<file path="config.mk">
export PLATFORM = sky130hd
export DESIGN_NAME = adc_window_guard
export DESIGN_NICKNAME = d
export VERILOG_FILES = /design/src/rtl/adc_wdg_pkg.sv /design/src/rtl/adc_wdg_quantize.sv /design/src/rtl/adc_wdg_chan_gate.sv /design/src/rtl/adc_wdg_window.sv /design/src/rtl/adc_window_guard.sv
export SDC_FILE = /design/constraint.sdc
export NUM_CORES = 1
export LEC_CHECK = 0
export BUFFER_PORTS_ARGS = -buffer_cell sky130_fd_sc_hd__buf_2
export CAP_MARGIN = 20
export CELL_PAD_IN_SITES_DETAIL_PLACEMENT = 1
export CELL_PAD_IN_SITES_GLOBAL_PLACEMENT = 2
export CORE_ASPECT_RATIO = 1.5
export CORE_MARGIN = 5
export CORE_UTILIZATION = 37
export DETAILED_ROUTE_END_ITERATION = 6
export PLACE_DENSITY_LB_ADDON = 0.1
export SLEW_MARGIN = 25
export SYNTH_ARGS = -nofsm -noshare
export SYNTH_HDL_FRONTEND = slang
export SYNTH_SLANG_ARGS = --single-unit
</file>
<file path="constraint.sdc">
create_clock -name clk -period 2.76 [get_ports clk]
set_input_delay 0 -clock clk [delete_from_list [all_inputs] [get_ports clk]]
set_output_delay 0 -clock clk [all_outputs]
set_load 0.05 [all_outputs]
</file>
<file path="src/rtl/adc_wdg_pkg.sv">
package adc_wdg_pkg;

    typedef enum logic [1:0] {
        ADDR_HIGH   = 2'd0,
        ADDR_LOW    = 2'd1,
        ADDR_CONFIG = 2'd2,
        ADDR_STATUS = 2'd3
    } wdg_addr_e;

    localparam int CFG_EN_BIT  = 0;
    localparam int CFG_SGL_BIT = 1;
    localparam int CFG_SEL_LSB = 2;
    localparam int STAT_FLAG_BIT = 0;

endpackage

</file>
<file path="src/rtl/adc_wdg_quantize.sv">
module adc_wdg_quantize #(
    parameter int DATA_W = 12,
    parameter int RES_W  = 2,
    parameter int STEP   = 2
) (
    input  logic [DATA_W-1:0] raw,
    input  logic [RES_W-1:0]  res,
    output logic [DATA_W-1:0] padded
);
    localparam int NUM_RES = 1 << RES_W;

    logic [DATA_W-1:0] keep_mask [NUM_RES];

    for (genvar r = 0; r < NUM_RES; r++) begin : g_mask
        assign keep_mask[r] = {DATA_W{1'b1}} << (r * STEP);
    end

    assign padded = raw & keep_mask[res];
endmodule

</file>
<file path="src/rtl/adc_wdg_chan_gate.sv">
module adc_wdg_chan_gate #(
    parameter int CHAN_W = 5
) (
    input  logic              enable,
    input  logic              single,
    input  logic [CHAN_W-1:0] select,
    input  logic [CHAN_W-1:0] chan,
    output logic              guarded
);
    always_comb begin
        if (!enable)      guarded = 1'b0;
        else if (!single) guarded = 1'b1;
        else              guarded = (chan == select);
    end
endmodule

</file>
<file path="src/rtl/adc_wdg_window.sv">
module adc_wdg_window #(
    parameter int DATA_W = 12
) (
    input  logic [DATA_W-1:0] value,
    input  logic [DATA_W-1:0] upper,
    input  logic [DATA_W-1:0] lower,
    output logic              outside
);
    logic above;
    logic below;

    assign above   = value > upper;
    assign below   = value < lower;
    assign outside = above | below;
endmodule

</file>
<file path="src/rtl/adc_window_guard.sv">
module adc_window_guard #(
    parameter int DATA_W = 12,
    parameter int CHAN_W = 5,
    parameter int RES_W  = 2,
    parameter int REG_W  = 16,
    parameter int ADDR_W = 2
) (
    input  logic              clk,
    input  logic              rst_n,
    input  logic              smp_valid,
    input  logic [DATA_W-1:0] smp_data,
    input  logic [CHAN_W-1:0] smp_chan,
    input  logic [RES_W-1:0]  smp_res,
    input  logic              reg_wr,
    input  logic [ADDR_W-1:0] reg_addr,
    input  logic [REG_W-1:0]  reg_wdata,
    output logic              wdg_flag,
    output logic              wdg_irq
);
    import adc_wdg_pkg::*;

    localparam int CFG_IE_BIT = CFG_SEL_LSB + CHAN_W;

    typedef struct packed {
        logic [DATA_W-1:0] high;
        logic [DATA_W-1:0] low;
        logic              en;
        logic              sgl;
        logic [CHAN_W-1:0] sel;
        logic              ie;
        logic              flag;
    } wdg_state_t;

    wdg_state_t st_d, st_q;

    logic [DATA_W-1:0] padded;
    logic              guarded;
    logic              outside;
    logic              hit;
    logic              clr_req;
    logic              unused_wdata;

    assign unused_wdata = ^reg_wdata;

    adc_wdg_quantize #(.DATA_W(DATA_W), .RES_W(RES_W), .STEP(2)) u_quant (
        .raw    (smp_data),
        .res    (smp_res),
        .padded (padded)
    );

    adc_wdg_chan_gate #(.CHAN_W(CHAN_W)) u_gate (
        .enable  (st_q.en),
        .single  (st_q.sgl),
        .select  (st_q.sel),
        .chan    (smp_chan),
        .guarded (guarded)
    );

    adc_wdg_window #(.DATA_W(DATA_W)) u_win (
        .value   (padded),
        .upper   (st_q.high),
        .lower   (st_q.low),
        .outside (outside)
    );

    assign hit     = smp_valid & guarded & outside;
    assign clr_req = reg_wr & (reg_addr == ADDR_W'(ADDR_STATUS))
                   & reg_wdata[STAT_FLAG_BIT];

    always_comb begin
        st_d = st_q;
        if (reg_wr) begin
            case (reg_addr)
                ADDR_W'(ADDR_HIGH): st_d.high = reg_wdata[DATA_W-1:0];
                ADDR_W'(ADDR_LOW):  st_d.low  = reg_wdata[DATA_W-1:0];
                ADDR_W'(ADDR_CONFIG): begin
                    st_d.en  = reg_wdata[CFG_EN_BIT];
                    st_d.sgl = reg_wdata[CFG_SGL_BIT];
                    st_d.sel = reg_wdata[CFG_SEL_LSB +: CHAN_W];
                    st_d.ie  = reg_wdata[CFG_IE_BIT];
                end
                default: ;
            endcase
        end
        if (clr_req) st_d.flag = 1'b0;
        if (hit)     st_d.flag = 1'b1;
    end

    always_ff @(posedge clk or negedge rst_n) begin
        if (!rst_n) begin
            st_q.high <= '1;
            st_q.low  <= '0;
            st_q.en   <= 1'b0;
            st_q.sgl  <= 1'b0;
            st_q.sel  <= '0;
            st_q.ie   <= 1'b0;
            st_q.flag <= 1'b0;
        end else begin
            st_q <= st_d;
        end
    end

    assign wdg_flag = st_q.flag;
    assign wdg_irq  = st_q.flag & st_q.ie;
endmodule

</file>
==> out/results.ini, run 1 <==
[status]
outcome=finished clean

[clock_tree]
cts_buffer_depth=2
cts_hold_buffers=12
cts_sinks=33
worstSkewPairLatency_ns=0.28
cts_root_buf=clkbuf_8
numCtsBuffers=5
cts_tree=built
clk_pin_slew_worst_paths_ns=0.07
post-cts-setup-buffers=0
cts_resized=0
htree_levels=2

[detailed_routing]
route.detailed.drc=0
drtIter0Drc=19
wl_per_cell_um=15.8
ant_nets=0
drt_first_pass_iters=4
wl_um=4770
vias=1503
via_per_inst=4.98

[finish]
instances_no_fill=302
antenna_cells=0
area_growth_pct=26.6
final_layout_size_suffix_gt1_share_pct=36.3
nNetsFinal=295

[setup_path]
critical_path_required_ns=2.91
crit_path_start=st_q[30]$_DFFE_PN1P_
worstPathMaxFanout=2
worstReg2RegStart=st_q[30]$_DFFE_PN1P_
r2r-end=wdg_flag$_DFFE_PN0P_
cp.arrival_ns=2.10
r2r_setup_slack_ns=0.82
reg2reg_depth=7
crit_type=register to register
start_kind=register
endpoint_kind=register

[timing]
drv_slew=0
rsz0062_at_grt=false
fin_crit_sh_pct=70.4
relSlewSlack_pct=39.6
fin_skew_ns=0.00334
fin_tns_setup_ns=0
layout_min_cycle_time_ns=1.94
hold_ws_ns=0.0373
fmax_mhz=515
hold_viol=0
setup_violations=0
worst_pin_slew_ns=0.903

[placement]
hpwl_um=3850
numPortBuffers=38
post-place-cells=282
place_congestion=0.805

[die]
io_pins=43
core-area_mm2=0.00508
floorplan.initialDensity_pct=37.9
row_count=32
fp.dieH_um=98.4
die_x_um=68.9
die_area_mm2=0.00678

[logic_synthesis]
synth_top_area_share_pct=27.3
synth_fp_nets=240
synth_mux_area_share_pct=12.9
yosys-top-cells-area=dfrtp_1 27%, dfstp_2 16%, ha_1 14%, mux2_2 13%, inv_1 4.1%
synthSimpleGateAreaFrac_pct=10.9
yosysSeqAreaShare_pct=43.7
synth_edf_count=0
syn_avg_cell_area_um2=10.8
synth-compound-area-share_pct=11.6
netlist_area_mm2=0.00193
synthXorXnorAreaFrac_pct=2.73
yosys_register_bits=33
async_reset_ff_share_pct=100
synthCells=178
ys_warn_count=0
synthFlopType=dfrtp_1
synth.distinct_cells=33
synth_top_family_by_area=adder cells
synth_top_area_cell=dfrtp_1
synth-adder-area-share_pct=13.6

[pwr]
power_leakage_nw=1.14
power.density_mw_per_mm2=628
max-vdd-ir-drop_v=0.000308

[grt]
track_usage_pct=15.2
grt_pass1_wl_um=7770
grt_pass1_vias=1754
overflow=0
grt_max_degree=34
antenna_found_initial=0

[hold_path]
min_from=reg_wdata[0]
min_path_cells=2
hold_path_class=input port to register
hold_path_end=st_q[9]$_DFFE_PN0P_

[job]
cap_violations=0

## sequential cells by signal, indices dropped and copies added, names as in the netlist
| register | count |
|---|---|
| st_q | 32 |
| wdg_flag | 1 |
## worst max-delay path by stage
stage | end | slack (ns)
after detailed placement | wdg_flag$_DFFE_PN0P_ | 0.81
after CTS | wdg_flag$_DFFE_PN0P_ | 0.80
after global placement | wdg_flag$_DFFE_PN0P_ | 0.84
final | wdg_flag$_DFFE_PN0P_ | 0.82
after global routing | wdg_flag$_DFFE_PN0P_ | 0.72
after floorplan | wdg_flag$_DFFE_PN0P_ | 0.95
## power by group
group	switching, mW	internal, mW
Combinational	0.223	0.190
Clock	0.175	0.294
Sequential	0.0517	0.598
Total	0.449	1.08
## Yosys cell counts (2+ instances only)
| master | count |
|---|---|
| mux2_2 | 22 |
| dfrtp_1 | 21 |
| ha_1 | 21 |
| inv_1 | 21 |
| nand2_1 | 15 |
| dfstp_2 | 12 |
| o21ai_0 | 12 |
| a21oi_1 | 9 |
| nand4_1 | 5 |
| a21boi_0 | 3 |
| o211ai_1 | 3 |
| xnor2_1 | 3 |
| xor2_1 | 3 |
| a21o_1 | 2 |
| and2_1 | 2 |
| and2b_1 | 2 |
| clkbuf_1 | 2 |
| nand3_1 | 2 |
| nand3b_1 | 2 |
| nor2_1 | 2 |
| nor3b_1 | 2 |
## cell families after synthesis
| family | after synthesis |
|---|---|
| flip-flops | 33 |
| XOR/XNOR | 6 |
| AND/OR/NAND/NOR | 38 |
| buffers and inverters | 24 |
| multiplexers | 22 |
| adder cells (fa/ha/maj) | 21 |
| AO/OA/AOI/OAI | 34 |
## cell type report
type,instances,area [µm²]
fill,600,2650
multi-input combinational,121,1000
sequential,33,841
timing repair buffer,51,318
clock buffer,7,86.3
tap,68,85.1
inverter,21,78.8
clock inverter,1,30.0
## placed cells by master (no fill, tap or decap), types with 2 or more instances in the layout
cell           count
a21boi_0           3
a21o_1             2
a21oi_1            9
and2_1             2
and2b_1            2
buf_2             38
clkbuf_8           6
dfrtp_1           21
dfstp_2           12
dlygate4sd3_1     12
ha_1              21
inv_1             21
mux2_2            22
nand2_1           15
nand3_1            2
nand3b_1           2
nand4_1            5
nor2_1             2
o211ai_1           3
o21ai_0           12
xnor2_1            3
xor2_1             3
## worst max-delay path, stage by stage (launching register included)
cell	delay, ns
dfstp_2	0.52
inv_1	0.05
ha_1	0.30
a21o_1	0.17
a21o_1	0.18
a221o_1	0.30
o221ai_2	0.19
o211ai_1	0.11
## stage by stage
step	area, µm²	total power, mW	utilization, %	setup slack (ns)
6_report	2440	1.53	48.0	0.818
5_1_grt	2440	1.63	48.0	0.716
4_1_cts	2440	1.56	48.0	0.801
3_5_place_dp	2200	1.07	43.3	0.814
3_3_place_gp	2200	1.04	43.3	0.843
2_1_floorplan	1930	0.919	-	0.954
## metal layers
metal,share of wire [%],global-route usage (%),up-vias
li1,-,-,734
met1,40,16.6,729
met3,4.0,2.99,7
met4,1.7,4.95,0
met2,55,27.9,33
met5,0,0,-
No activity file was read; power rests on OpenSTA's default activity.
==> run 2: changes to the inputs <==
- ABC_AREA: unset -> 1
- CORE_UTILIZATION: 37 -> 31
- clock period: 2.76 -> 1.85 ns (I/O delays scaled with it)
==> out/results.ini, run 2 <==
[status]
outcome=finished clean

[timing]
layout_min_cycle_time_ns=1.74  ; -0.205 ns
drv_slew=0  ; unchanged
rsz0062_at_grt=false
fin_tns_setup_ns=0  ; unchanged
fmax_mhz=576  ; +12%
fin_crit_sh_pct=93.9  ; +24 points
worst_pin_slew_ns=0.728  ; -0.175 ns
relSlewSlack_pct=51.5  ; +12 points
hold_ws_ns=0.0152  ; -0.0221 ns
fin_skew_ns=0.00341  ; +0.0000683 ns
hold_viol=0  ; unchanged
setup_violations=0  ; unchanged

[clock_tree]
htree_levels=2  ; unchanged
cts_buffer_depth=2  ; unchanged
worstSkewPairLatency_ns=0.28  ; about the same
cts_sinks=33  ; unchanged
cts_resized=0  ; unchanged
cts_root_buf=clkbuf_8
numCtsBuffers=5  ; unchanged
clk_pin_slew_worst_paths_ns=0.07  ; about the same
cts_tree=built

[die]
die_x_um=75.1  ; +9.0%
floorplan.initialDensity_pct=31.9  ; -6.0 points
io_pins=43  ; unchanged
row_count=35  ; +9.4%
core-area_mm2=0.00617  ; +21%
fp.dieH_um=108  ; +9.5%
die_area_mm2=0.00808  ; +19%

[finish]
area_growth_pct=24.3
nNetsFinal=365  ; +24%
utilization_pct=39.7  ; -8.3 points
final_cell_mix=64 x nand2_1, 48 x inv_1, 38 x buf_2, 34 x o21ai_0
final_common_cell=nand2_1
antenna_cells=0  ; unchanged
fin_area_mm2=0.00245  ; +0.41%
final_layout_size_suffix_gt1_share_pct=21.1  ; -15 points
largest-register=st_q
largest_register_ff_count=32  ; unchanged
num-fill-cells=796  ; +33%

[placement]
place_congestion=0.743  ; -7.6%
numPortBuffers=38  ; unchanged
hpwl_um=3660  ; -5.1%
placed_area_mm2=0.00225  ; +2.1%

[logic_synthesis]
yosys-top-cells-area=dfrtp_1 27%, dfstp_2 16%, ha_1 13%, nand2_1 12%, inv_1 9.1%
yosys_register_bits=33  ; unchanged
yosysMostFrequentCell=nand2_1
synth_top_area_share_pct=26.7  ; -0.62 points
synth_edf_count=0  ; unchanged
syn_avg_cell_area_um2=7.88  ; -27%
synth.distinct_cells=22  ; -33%
synth_top_area_cell=dfrtp_1
netlist_area_mm2=0.00197  ; +2.3%
synth_fp_nets=312  ; +30%
synthFlopType=dfrtp_1
synthCells=250  ; +40%
yosysSeqAreaShare_pct=42.7  ; -1.0 points
async_reset_ff_share_pct=100  ; unchanged
ys_warn_count=0  ; unchanged
synth.top_cells.by_count=64 x nand2_1, 48 x inv_1, 34 x o21ai_0

[grt]
track_usage_pct=13.1  ; -2.1 points
overflow=0  ; unchanged
grt_pass1_wl_um=8070  ; +3.9%
grt_pass1_vias=1746  ; -0.46%
grt_max_degree=34  ; unchanged
antenna_found_initial=0  ; unchanged

[detailed_routing]
wl_per_cell_um=12.1  ; -23%
wl_um=4570  ; -4.2%
vias=1669  ; +11%
route.detailed.drc=0  ; unchanged
ant_nets=0  ; unchanged
via_per_inst=4.42  ; -11%
drt_first_pass_iters=5  ; +1
drtIter0Drc=33  ; +14

[setup_path]
endpoint_kind=register
slowest_stage=dfstp_2
start_kind=register
path_cells=inv_1 > ha_1 > nand2_1 > nor2_1 > nand2_1 > nor2_2 > nand3_1 > nand3_1 > nand2_1 > nand2_1 > nand2_1 > nand2_1
crit_type=register to register
critical_path_required_ns=2.07  ; -0.84 ns
cp.arrival_ns=1.95  ; -0.15 ns
worstPathMaxFanout=2  ; unchanged
cpPeakStageDelay_ns=0.53  ; about the same
crit_path_frequent_cell=nand2_1

[pwr]
power.density_mw_per_mm2=847  ; +35%
power_leakage_nw=1.31  ; +15%
max-vdd-ir-drop_v=0.000393  ; +27%

[hold_path]
hold_path_class=input port to register

[job]
cap_violations=0  ; unchanged

-- run 2: metal layers --
metal	global-route usage [%]	wire, µm
met5	0	0
met4	5.34	93
met3	1.96	166
met2	20.3	2220
met1	17.9	2090
-- run 2: worst max-delay path: cells and delay by family, from the launching register on --
kind	cells	cell delay, ns
simple gates	10	0.80
buf+inv	1	0.05
fa+ha+maj	1	0.29
flops	1	0.53
-- run 2: worst paths after layout --
check	from	to	slack (ns)	depth (start not counted)
min in group asynchronous	rst_n	st_q[1]$_DFFE_PN0P_	0.31	2
max in group asynchronous	rst_n	st_q[10]$_DFFE_PN0P_	1.07	2
worst min register to register	st_q[11]$_DFFE_PN0P_	st_q[11]$_DFFE_PN0P_	0.49	2
worst max register to register	st_q[32]$_DFFE_PN1P_	wdg_flag$_DFFE_PN0P_	0.11	12
worst max-delay path	st_q[32]$_DFFE_PN1P_	wdg_flag$_DFFE_PN0P_	0.11	12
worst min-delay path	reg_wdata[5]	st_q[26]$_DFFE_PN1P_	0.02	3
-- run 2: cell type report --
| cell class | instances | area, µm² | area share (%) |
|---|---|---|---|
| well taps | 74 | 92.6 | 3.78 |
| repair buffers | 51 | 315 | 12.9 |
| multi-input cells | 164 | 930 | 38.0 |
| flip-flops and latches | 33 | 841 | 34.3 |
| inverters | 48 | 180 | 7.36 |
| clock buffers | 8 | 90.1 | 3.68 |
-- run 2: per-stage QoR --
step / worst slack (ns) / total power [mW] / cells
global route: 0.00158 / 2.28 / 378
floorplan: 0.318 / 1.33 / 250
finish: 0.113 / 2.07 / 378
detailed placement: 0.103 / 1.53 / 359
CTS: 0.0902 / 2.13 / 378
global placement: 0.161 / 1.52 / 359
-- run 2: kinds of logic after synthesis --
kind of cell | share of synthesized area, %
and+or+nand+nor | 19.5
DFF | 42.7
xor gates and xnor gates | 2.22
AOI/OAI and AO/OA | 12.1
buffers and inverters | 10.2
adders and majority gates | 13.3
-- run 2: repair_timing --
action,CTS,global route
setup buffers,0,0
hold endpoints to repair,34,0
hold buffers,11,0
-- run 2: where the power goes --
part / internal [mW] / total [mW] / switching [mW]
Combinational: 0.232 / 0.571 / 0.339
Clock: 0.303 / 0.553 / 0.250
Sequential: 0.873 / 0.949 / 0.0760
==> run 3: changes to the inputs <==
- ABC_AREA: 1 -> unset
- CORE_UTILIZATION: 31 -> 34
==> out/results.ini, run 3 (synthesized netlist as in run 1, its figures left out) <==
[detailed_routing]
routed.top_layer=met4
vias=1527  ; -8.5%
dr_wl_met2_um=2690  ; +21%
via_per_inst=4.86  ; +10%
drtIter0Drc=36  ; +9.1%
route.detailed.drc=0  ; unchanged
drt_first_pass_iters=4  ; -1
wl_met3_um=225  ; +36%
wl_um=4840  ; +5.8%
wl_per_cell_um=15.4  ; +27%
ant_nets=0  ; unchanged
wl_met1_um=1850  ; -11%

[timing]
layout_min_cycle_time_ns=1.85  ; +0.111 ns
relSlewSlack_pct=49.3  ; -2.2 points
hold_viol=0  ; unchanged
fin_crit_sh_pct=99.9  ; +6.0 points
setup_violations=0  ; unchanged
fin_skew_ns=0.00424  ; +0.000830 ns
drv_slew=0  ; unchanged
fmax_mhz=541  ; -6.0%
worst_pin_slew_ns=0.760  ; +0.0324 ns
rsz0062_at_grt=true

[setup_path]
cpPeakStageDelay_ns=0.53  ; about the same
start_kind=register
critPathBufInv=2  ; +1
slowest_stage=dfstp_2
endpoint_kind=register
cp_top_family=compound AO/OA/AOI/OAI gates
worstPathMaxFanout=2  ; unchanged
path_cells=inv_2 > ha_4 > nand4_1 > buf_4 > nor4_2 > a221o_1 > o221ai_2 > o211ai_1
critical_path_required_ns=2.01  ; -0.06 ns
crit_type=register to register
cp.arrival_ns=2.01  ; +0.06 ns

[pwr]
max-vdd-ir-drop_v=0.000468  ; +19%
power.density_mw_per_mm2=878  ; +3.6%
power_leakage_nw=1.18  ; -10%

[finish]
area_growth_pct=33.7
nNetsFinal=305  ; -16%
largest_register_ff_count=32  ; unchanged
instances_no_fill=314  ; -17%
largest-register=st_q
final_cell_mix=38 x buf_2, 22 x mux2_2, 21 x dfrtp_1, 17 x inv_1, 16 x ha_1
antenna_cells=0  ; unchanged
final_layout_size_suffix_gt1_share_pct=43.9  ; +23 points
fin_area_mm2=0.00257  ; +5.1%
final_common_cell=buf_2

[grt]
antenna_found_initial=0  ; unchanged
grt_pass1_wl_um=8400  ; +4.0%
grt_max_degree=34  ; unchanged
track_usage_pct=15.0  ; +1.9 points
overflow=0  ; unchanged
grt_pass1_vias=1802  ; +3.2%

[job]
cap_violations=0  ; unchanged

[status]
outcome=finished clean

[clock_tree]
cts_sinks=33  ; unchanged
worstSkewPairLatency_ns=0.28  ; about the same
cts_root_buf=clkbuf_8
clk_pin_slew_worst_paths_ns=0.07  ; about the same
cts_tree=built
cts_buffer_depth=2  ; unchanged
numCtsBuffers=5  ; unchanged
htree_levels=2  ; unchanged

[placement]
numPortBuffers=38  ; unchanged
placed_area_mm2=0.00226  ; +0.72%
post-place-cells=292  ; -19%
hpwl_um=3880  ; +6.1%
place_congestion=0.779  ; +4.9%

[die]
fp.dieH_um=102  ; -5.1%
die_x_um=71.4  ; -4.9%
core-area_mm2=0.00549  ; -11%
die_area_mm2=0.00730  ; -9.7%
row_count=33  ; -5.7%
io_pins=43  ; unchanged
floorplan.initialDensity_pct=35.1  ; +3.2 points

[hold_path]
hold_path_class=input port to register

-- run 3: cell count changes in the layout (fill, tap and decap cells not counted), moves of 3 or more --
cell,delta
o21ai_0,-23
nor2_1,-8
inv_2,+4
o211ai_1,+3
ha_4,+5
nand4_1,+3
a21boi_0,+3
mux2_2,+22
inv_1,-31
ha_1,-5
nand3_1,-8
nand2_1,-49
buf_4,+9
-- run 3: metrics by stage --
| step | hold WS [ns] | utilization (%) | power (mW) | worst slack, ns | setup TNS (ns) |
|---|---|---|---|---|---|
| finish | 0.0170 | 46.9 | 2.26 | 0.00220 | 0 |
| global route | 0.0146 | 46.9 | 2.43 | -0.0995 | -0.0995 |
| global placement | 0.113 | 41.2 | 1.59 | 0.00359 | 0 |
| detailed placement | 0.123 | 41.2 | 1.63 | -0.0577 | -0.0577 |
| CTS | 0.0140 | 46.5 | 2.30 | -0.0415 | -0.0415 |
| floorplan | -0.296 | - | 1.37 | 0.0436 | 0 |
-- run 3: report_power, final --
group | leakage, nW | switching [mW] | total (mW) | internal, mW
sequential | 0.373 | 0.0820 | 0.974 | 0.892
clock | 0.0542 | 0.262 | 0.598 | 0.336
combinational | 0.750 | 0.350 | 0.686 | 0.336
-- run 3: layout make-up --
type	count	area (µm²)
Inverter	21	78.8
Multi-Input combinational cell	121	1070
Sequential cell	33	841
Fill cell	630	2920
Clock buffer	7	96.3
Clock inverter	1	5.00
Timing Repair Buffer	61	393
Tap cell	70	87.6
-- run 3: layer usage --
| layer | track usage (%) | up-vias |
|---|---|---|
| li1 | - | 754 |
| met1 | 16.8 | 736 |
| met2 | 28.0 | 31 |
| met3 | 3.05 | 6 |
| met4 | 4.78 | 0 |
| met5 | 0 | - |
-- run 3: path summary, 6_finish.rpt --
| path | startpoint | to | slack (ns) | cells past startpoint |
|---|---|---|---|---|
| max | st_q[29]$_DFFE_PN1P_ | wdg_flag$_DFFE_PN0P_ | 0.002 | 8 |
| min | reg_wdata[0] | st_q[8]$_DFFE_PN0P_ | 0.02 | 2 |
| max reg2reg | st_q[29]$_DFFE_PN1P_ | wdg_flag$_DFFE_PN0P_ | 0.002 | 8 |
| min reg2reg | st_q[1]$_DFFE_PN0P_ | st_q[1]$_DFFE_PN0P_ | 0.50 | 1 |
| max in group asynchronous | rst_n | st_q[11]$_DFFE_PN0P_ | 1.04 | 2 |
| min in group asynchronous | rst_n | st_q[15]$_DFFE_PN0P_ | 0.32 | 2 |
-- run 3: worst register-to-register path: stages (launching register included) --
cell and delay (ns):
dfstp_2 0.53, inv_2 0.05, ha_4 0.22, nand4_1 0.12
buf_4 0.14, nor4_2 0.04, a221o_1 0.36, o221ai_2 0.17
o211ai_1 0.10
-- run 3: what timing repair did --
item	in CTS	in global routing
endpoints found under the setup margin	1	1
hold buffers	12	0
endpoints found under the hold margin	48	0
resized for setup	9	3
pin swaps	6	6
buffers inserted	2	0
